File: config.mk
export PLATFORM = sky130hd
export DESIGN_NAME = mont_exp_systolic
export DESIGN_NICKNAME = d
export VERILOG_FILES = /design/src/rtl/mexp_pkg.sv /design/src/rtl/mexp_step.sv /design/src/rtl/mexp_reduce.sv /design/src/rtl/mont_exp_systolic.sv
export SDC_FILE = /design/constraint.sdc
export NUM_CORES = 1
export LEC_CHECK = 0
export ABC_AREA = 1
export BUFFER_PORTS_ARGS = -buffer_cell sky130_fd_sc_hd__buf_2
export CORE_ASPECT_RATIO = 0.6
export CORE_MARGIN = 1.5
export CORE_UTILIZATION = 45
export DETAILED_ROUTE_END_ITERATION = 10
export PLACE_DENSITY_LB_ADDON = 0.08
export REMOVE_ABC_BUFFERS = 1
export SLEW_MARGIN = 20
export SYNTH_ARGS = -nofsm -noshare
export SYNTH_HDL_FRONTEND = slang
export SYNTH_SLANG_ARGS = --single-unit
File: constraint.sdc
create_clock -name clk -period 9.1 [get_ports clk]
set_input_delay 2.73 -clock clk [delete_from_list [all_inputs] [get_ports clk]]
set_output_delay 2.73 -clock clk [all_outputs]
set_load 0.02 [all_outputs]
File: src/rtl/mexp_pkg.sv
package mexp_pkg;
    typedef enum logic [1:0] {
        PH_IDLE = 2'd0,
        PH_RUN  = 2'd1,
        PH_WRAP = 2'd2
    } phase_e;
endpackage

File: src/rtl/mexp_step.sv
// One accumulation step: acc' = floor(acc/2) + acc[0]*half + bit*operand
module mexp_step #(
    parameter int W  = 8,
    parameter int PW = W + 2
) (
    input  logic [PW-1:0] p_in,
    input  logic          ser_bit,
    input  logic [W-1:0]  par_op,
    input  logic [W-1:0]  nhalf,
    output logic [PW-1:0] p_out
);
    logic [PW-1:0] halved;
    logic [PW-1:0] add_q;
    logic [PW-1:0] add_b;

    always_comb begin
        halved = {1'b0, p_in[PW-1:1]};
        add_q  = p_in[0] ? PW'(nhalf) : '0;
        add_b  = ser_bit ? PW'(par_op) : '0;
        p_out  = halved + add_q + add_b;
    end
endmodule

File: src/rtl/mexp_reduce.sv
// Final correction: accumulator below 2N brought below N
module mexp_reduce #(
    parameter int W  = 8,
    parameter int PW = W + 2
) (
    input  logic [PW-1:0] acc,
    input  logic [W-1:0]  nmod,
    output logic [W-1:0]  res
);
    logic [PW-1:0] diff;

    always_comb begin
        diff = acc - PW'(nmod);
        res  = (acc >= PW'(nmod)) ? diff[W-1:0] : acc[W-1:0];
    end
endmodule

File: src/rtl/mont_exp_systolic.sv
module mont_exp_systolic
    import mexp_pkg::*;
#(
    parameter int W = 8
) (
    input  logic         clk,
    input  logic         rst_n,
    input  logic         start,
    input  logic [W-1:0] msg,
    input  logic [W-1:0] expo,
    input  logic [W-1:0] modulus,
    input  logic [W-1:0] mod_half,
    output logic         busy,
    output logic         done,
    output logic [W-1:0] result
);
    localparam int PW = W + 2;
    localparam int CW = $clog2(W + 1);
    localparam logic [CW-1:0] LAST = CW'(W);

    typedef struct packed {
        phase_e        ph;
        logic [CW-1:0] iter;
        logic [CW-1:0] step;
        logic          slot;
        logic [W-1:0]  a;
        logic [W-1:0]  b;
        logic [W-1:0]  sa;
        logic [W-1:0]  sb;
        logic [W-1:0]  esh;
        logic [W-1:0]  nmod;
        logic [W-1:0]  nhalf;
        logic [W-1:0]  res;
        logic [PW-1:0] p0;
        logic [PW-1:0] p1;
        logic          done;
    } st_t;

    st_t st_q, st_d;

    logic [PW-1:0] p_sel;
    logic          bit_sel;
    logic [PW-1:0] p_nx;
    logic [PW-1:0] acc_v [2];
    logic [W-1:0]  red_v [2];
    logic          sq_act;
    logic          mul_act;
    logic [W-1:0]  mod_lat;

    assign p_sel   = st_q.slot ? st_q.p1 : st_q.p0;
    assign bit_sel = st_q.slot ? st_q.sb[0] : st_q.sa[0];

    mexp_step #(.W(W), .PW(PW)) u_step (
        .p_in    (p_sel),
        .ser_bit (bit_sel),
        .par_op  (st_q.a),
        .nhalf   (st_q.nhalf),
        .p_out   (p_nx)
    );

    assign acc_v[0] = st_q.p0;
    assign acc_v[1] = st_q.p1;

    for (genvar g = 0; g < 2; g++) begin : g_red
        mexp_reduce #(.W(W), .PW(PW)) u_red (
            .acc  (acc_v[g]),
            .nmod (st_q.nmod),
            .res  (red_v[g])
        );
    end

    assign sq_act  = (st_q.iter != LAST);
    assign mul_act = (st_q.iter != CW'(1)) && st_q.esh[0];

    always_comb begin
        st_d      = st_q;
        st_d.done = 1'b0;
        unique case (st_q.ph)
            PH_IDLE: begin
                if (start) begin
                    st_d.ph    = PH_RUN;
                    st_d.iter  = CW'(1);
                    st_d.step  = '0;
                    st_d.slot  = 1'b0;
                    st_d.a     = msg;
                    st_d.b     = expo[0] ? msg : W'(1);
                    st_d.sa    = st_d.a;
                    st_d.sb    = st_d.b;
                    st_d.esh   = expo;
                    st_d.nmod  = modulus;
                    st_d.nhalf = mod_half;
                    st_d.p0    = '0;
                    st_d.p1    = '0;
                end
            end
            PH_RUN: begin
                if (!st_q.slot) begin
                    st_d.p0   = p_nx;
                    st_d.sa   = st_q.sa >> 1;
                    st_d.slot = 1'b1;
                end else begin
                    st_d.p1   = p_nx;
                    st_d.sb   = st_q.sb >> 1;
                    st_d.slot = 1'b0;
                    if (st_q.step == LAST) begin
                        st_d.ph = PH_WRAP;
                    end else begin
                        st_d.step = st_q.step + CW'(1);
                    end
                end
            end
            PH_WRAP: begin
                if (sq_act)  st_d.a = red_v[0];
                if (mul_act) st_d.b = red_v[1];
                st_d.esh  = st_q.esh >> 1;
                st_d.p0   = '0;
                st_d.p1   = '0;
                st_d.step = '0;
                st_d.slot = 1'b0;
                st_d.sa   = st_d.a;
                st_d.sb   = st_d.b;
                if (st_q.iter == LAST) begin
                    st_d.ph   = PH_IDLE;
                    st_d.res  = st_d.b;
                    st_d.done = 1'b1;
                end else begin
                    st_d.ph   = PH_RUN;
                    st_d.iter = st_q.iter + CW'(1);
                end
            end
            default: st_d.ph = PH_IDLE;
        endcase
    end

    always_ff @(posedge clk) begin
        if (!rst_n) begin
            st_q <= '0;
        end else begin
            st_q <= st_d;
        end
    end

    assign busy    = (st_q.ph != PH_IDLE);
    assign done    = st_q.done;
    assign result  = st_q.res;
    assign mod_lat = st_q.nmod;
endmodule

======== Yosys cells after proc, flatten, opt, wreduce, memory -nomap -nowiden ========
Index checks and enable logic that the tools add are counted.
operators by class
  reductions and logical operators ........ 15
  equal/unequal tests ..................... 12
  $add $sub $neg .......................... 6
  magnitude comparators ................... 2
  mux-type cells .......................... 30
operators by type and width
  cell                   count
  $mux W8                9
  $mux W67               1
  $pmux W20 S3           1
  $pmux W16 S3           1
  $pmux W16 S2           1
  $mux W10               3
  $ge A10 B8 Y1          2
  $mux W20               1
  $pmux W8 S2            1
  $sub A8 B8 Y8          2
  $pmux W5 S3            1
  $mux W4                3
  $ne A2 B2 Y1 const B   6
  $reduce_and A3 Y1      4
  $add A10 B10 Y10       1
  $add A9 B10 Y10        1
  $reduce_and A2 Y1      5
  $add A4 B1 Y4 const B  2
  $eq A4 B4 Y1 const B   2
  $pmux W4 S2            1
  $pmux W2 S3            1
  $mux W1                4
  $mux W2                2
  $ne A4 B1 Y1 const B   1
  8 further kinds        9
word-level totals
  bits in registers ....................... 96
  logic and storage cells ................. 80

======== Longest topological paths before layout ========
  depth in word-level cells ............... 6
  depth in mapped cells ................... 19
  depth with buffers taken out ............ 18

======== Cells and area by module ========
A second synthesis with hierarchy kept.
second synthesis, totals
  cell total of the unflattened synthesis .. 992
  area total of the unflattened synthesis .. 6488.7 µm²
modules (own cells, without submodules)
  module             sequential area each (µm²)  area each (µm²)  cells an instance  times used
  mont_exp_systolic  1921.8                      4708.3           681                1
  mexp_reduce        0.0                         554.3            104                2
  mexp_step          0.0                         671.9            103                1

======== Least setup slack after synthesis ========
OpenSTA, ideal clock, no wires.
  path kind ............................... input -> register
  start point ............................. in start
  end point ............................... reg st_q[77] in the netlist's numbering
  slack ................................... 5.347 ns
  data required time ...................... 8.986 ns
  stages .................................. 8
  arrival ................................. 3.639 ns
  path through ............................ nand2_2 -> inv_1 -> a21oi_2 -> inv_2 -> clkbuf_1 -> o21ai_0 -> o21bai_1 -> inv_1
on the way
  longest elaborated chain between the ends .. 2
RTL lines
  element                             line                      source
  start, declared                     mont_exp_systolic.sv:8    input logic start,
  $ne A2 B2 Y1 (no source line)       -
  $reduce_and A2 Y1 (no source line)  -
  end signal, assigned                mont_exp_systolic.sv:139  st_q <= st_d;
  end, declared                       mont_exp_systolic.sv:39   st_t st_q, st_d;
No other way between the ends.
A chain may end at the register's enable or synchronous reset.

======== Worst setup path after layout ========
  start point ............................. in start
  end point ............................... reg st_q[93] in the netlist's numbering
on the way
  longest elaborated chain between the ends .. 2
RTL lines
  element
  $ne A2 B2 Y1 (no source line)
  $reduce_and A3 Y1 (no source line)
No other way between the ends.

==> run_results.csv <==
group,metric,value,unit
run_status,status,"finished, final reports clean",
sta,holdWs,0.469,ns
clock_tree,cts_sinks,96,
drt,drt.antenna.violating_nets,0,
placement,place.gp.congestion,0.879,
sta,rsz0062_at_grt,"no",
sta,max_freq,207,MHz
floorplan,core-area,13000,um2
sta,finalSetupTns,0,ns
worst_setup_path,start_kind,"primary input",
sta,final.min_clock_period,4.83,ns
drt,num_vias,5841,
power,intPower,1.17,mW
synthesis,yosys_register_bits,96,
power,power.switching,1.17,mW
power,power_leakage,3.03,nW
synthesis,synth_ff_type,"dfxtp_1",
grt,grt_pass1_wl,28700,um
synthesis,yosys.area.top_type_share,0.317,
synthesis,async_flop_share,0,
power,pwr-share-seq,0.276,
worst_setup_path,end_kind,"flip-flop",
worst_setup_path,crit_type,"in2reg",
floorplan,die-area,14200,um2
cells_and_area,syn2layout_area_growth,8.59,%
synthesis,ys_warn_count,0,
drt,drt_iter0_drc,539,
drt,wl_per_cell,16.9,um
worst_setup_path,crit_required,9.33,ns
sta,finalSetupViolCount,0,
clock_tree,tritoncts,"done",
drt,drcViolationCount,0,
power,switching_share,0.500,
cells_and_area,n_antenna_cell,0,
clock_tree,cts_buffers,9,
grt,grt_use_met1,0.411,
grt,grt_util_met2,0.349,
sta,skew,0.00638,ns
clock_tree,ctsResizeCount,0,
sta,min_period_over_period,0.531,
worst_setup_path,critPathMaxFanout,41,
sta,relSlewSlack,0.393,
sta,hold_viol,0,
cells_and_area,final_cells,1044,
worst_hold_path,min_path_cells,2,
worst_setup_path,critPathSlowestCell,"a21oi_2",
clock_tree,clk_path_buf_depth,2,
synthesis,synth_top_cells_by_area,"dfxtp_1 32%, nand2_1 11%, o21ai_0 8.5%",
clock_tree,cts_setup_buffers,0,
worst_setup_path,arrival,5.06,ns
cells_and_area,fin_nets,948,
placement,dpl.hpwl,12900,um
floorplan,num_io_pins,45,
power,comb_power_share,0.562,
floorplan,die_height,92.9,um
power,p_per_area,356,nW/um2
floorplan,fp.dieW,153,um
floorplan,start_util,0.467,
drt,wl,17700,um
grt,track_usage,0.258,
power,irDropWorstVdd,0.000182,V
grt,grt_max_degree,86,
clock_tree,clk_latency,0.35,ns
synthesis,syn_area,6060,um2
grt,grt_pass1_vias,5384,
synthesis,synth-seq-area-share,0.317,
placement,portBuffers,44,
placement,dp_cells,1028,
drt,viasPerCell,5.59,
clock_tree,cts-hold-fix-buffers,0,
drt,drtPass1Iterations,5,
synthesis,syn_avg_cell_area,7.09,um2
worst_hold_path,hold_path_class,"reg2reg",
worst_setup_path,cpMostUsedCell,"inv_2",
clock_tree,clockRootBuffer,"clkbuf_16",
synthesis,synth_cell_type_count,47,
grt,busiest_layer,"met1",
synthesis,syn_inst,855,
floorplan,fp-row-count,32,
grt,use_met3,0.0459,
sta,final_max_slew_viol_count,0,
worst_setup_path,slowest_delay,0.48,ns
worst_setup_path,path_cells,"buf_2, nand2_2, inv_1, a21oi_2, inv_2, nand2_1, inv_2, nand4_1, xor2_1, nor2_1",
cells_and_area,drive_above_1_share,0.126,
run,cap_violations,0,
worst_setup_path,ff2ff_path_depth,16,
worst_setup_path,critPathBufInv,4,
grt,grt_overflow,0,
power,pwr-share-clk,0.162,
worst_setup_path,cp_num_cells,10,
sta,worstMarginPinSlew,0.910,ns
synthesis,synth_edf_count,0,
grt,antenna_found_initial,0,
clock_tree,cts.clk_slew.worst_paths,0.07,ns
clock_tree,ctsHtreeMaxLevel,3,
worst_setup_path,crit_family,"buffers and inverters",
synthesis,synth_top_area_cell,"dfxtp_1",
-- metal layers --
metal	vias to the layer above	part of all wire	wire length [um]
li1	2869	-	-
met1	2754	0.52	9100
met2	206	0.39	6980
met3	12	0.080	1410
met4	0	0.0097	172
met5	-	0	0
-- layout make-up --
class | instances | area [um2]
Sequential cell | 96 | 1920
Tap cell | 170 | 213
Fill cell | 1342 | 6390
Clock buffer | 10 | 239
Multi-Input combinational cell | 607 | 3500
Timing Repair Buffer | 49 | 258
Clock inverter | 6 | 51.3
Inverter | 106 | 398
-- cell usage in the layout (no fill, tap or decap), types with 8 or more instances in the layout --
cell type / instances
o211ai_1: 9
buf_2: 44
or2_2: 8
inv_2: 8
nand3_1: 42
o21ai_0: 103
a21oi_1: 82
nand2_1: 175
inv_1: 98
a221oi_1: 8
dfxtp_1: 96
ha_1: 33
clkbuf_16: 9
fa_1: 11
nor2_1: 46
nand4_1: 9
a31oi_1: 9
o21bai_1: 11
-- worst paths after layout --
| kind | to | from | slack [ns] |
|---|---|---|---|
| worst max-delay path | st_q[93] | start | 4.27 |
| worst min-delay path | result[6] | result[6] | 0.47 |
| worst max register to register | acc_v[7] | st_q[85] | 5.15 |
| worst min register to register | result[6] | result[6] | 0.47 |
-- sequential cells by signal (all words and copies together) (netlist names) --
| register | flops |
|---|---|
| done | 1 |
| acc_v | 20 |
| mod_lat | 8 |
| result | 8 |
| st_q | 59 |
-- worst register-to-register path, stage by stage, from the launching register on --
cell,delay (ns)
dfxtp_1,0.81
nand2_1,0.12
o21ai_1,0.36
nand2_1,0.18
fa_1,0.52
inv_1,0.04
ha_1,0.22
fa_1,0.39
nand2_1,0.07
inv_1,0.05
o21ai_0,0.16
nand2_1,0.14
nand2_1,0.08
nand2_1,0.05
a21o_1,0.16
o21ai_0,0.36
a21oi_1,0.12
-- Yosys cell counts, types with 7 or more instances --
master,instances
a21oi_1,82
a221oi_1,8
a22oi_1,7
a31oi_1,9
buf_2,10
buf_4,9
clkbuf_1,24
dfxtp_1,96
fa_1,11
ha_1,33
inv_1,98
inv_2,8
nand2_1,175
nand3_1,42
nand4_1,9
nor2_1,47
o211ai_1,9
o21ai_0,103
o21bai_1,11
or2_2,8
-- power by group through the flow --
stage                     clock [mW]  sequential, mW  combinational, mW
final                          0.379           0.647               1.32
after detailed placement           0           0.650               1.29
after global routing           0.403           0.661               1.48
after floorplan                    0           0.614              0.975
after global placement             0           0.648               1.25
after CTS                      0.384           0.642               1.30
-- stage by stage --
step | instance area, um2 | setup slack (ns) | power, mW | util
6_report | 6580 | 4.27 | 2.34 | 0.507
5_1_grt | 6580 | 4.13 | 2.54 | 0.507
4_1_cts | 6580 | 4.37 | 2.33 | 0.507
3_5_place_dp | 6290 | 4.01 | 1.94 | 0.485
3_3_place_gp | 6290 | 4.10 | 1.90 | 0.485
2_1_floorplan | 5820 | 4.84 | 1.59 | -
-- cell families after synthesis --
| logic type | after synthesis | synth area share |
|---|---|---|
| AOI/OAI and AO/OA | 252 | 0.241 |
| xor gates and xnor gates | 9 | 0.0130 |
| adders and majority gates | 44 | 0.105 |
| buffers and inverters | 152 | 0.106 |
| DFF | 96 | 0.317 |
| and+or+nand+nor | 302 | 0.219 |
Power figures use the tool's default switching activity.
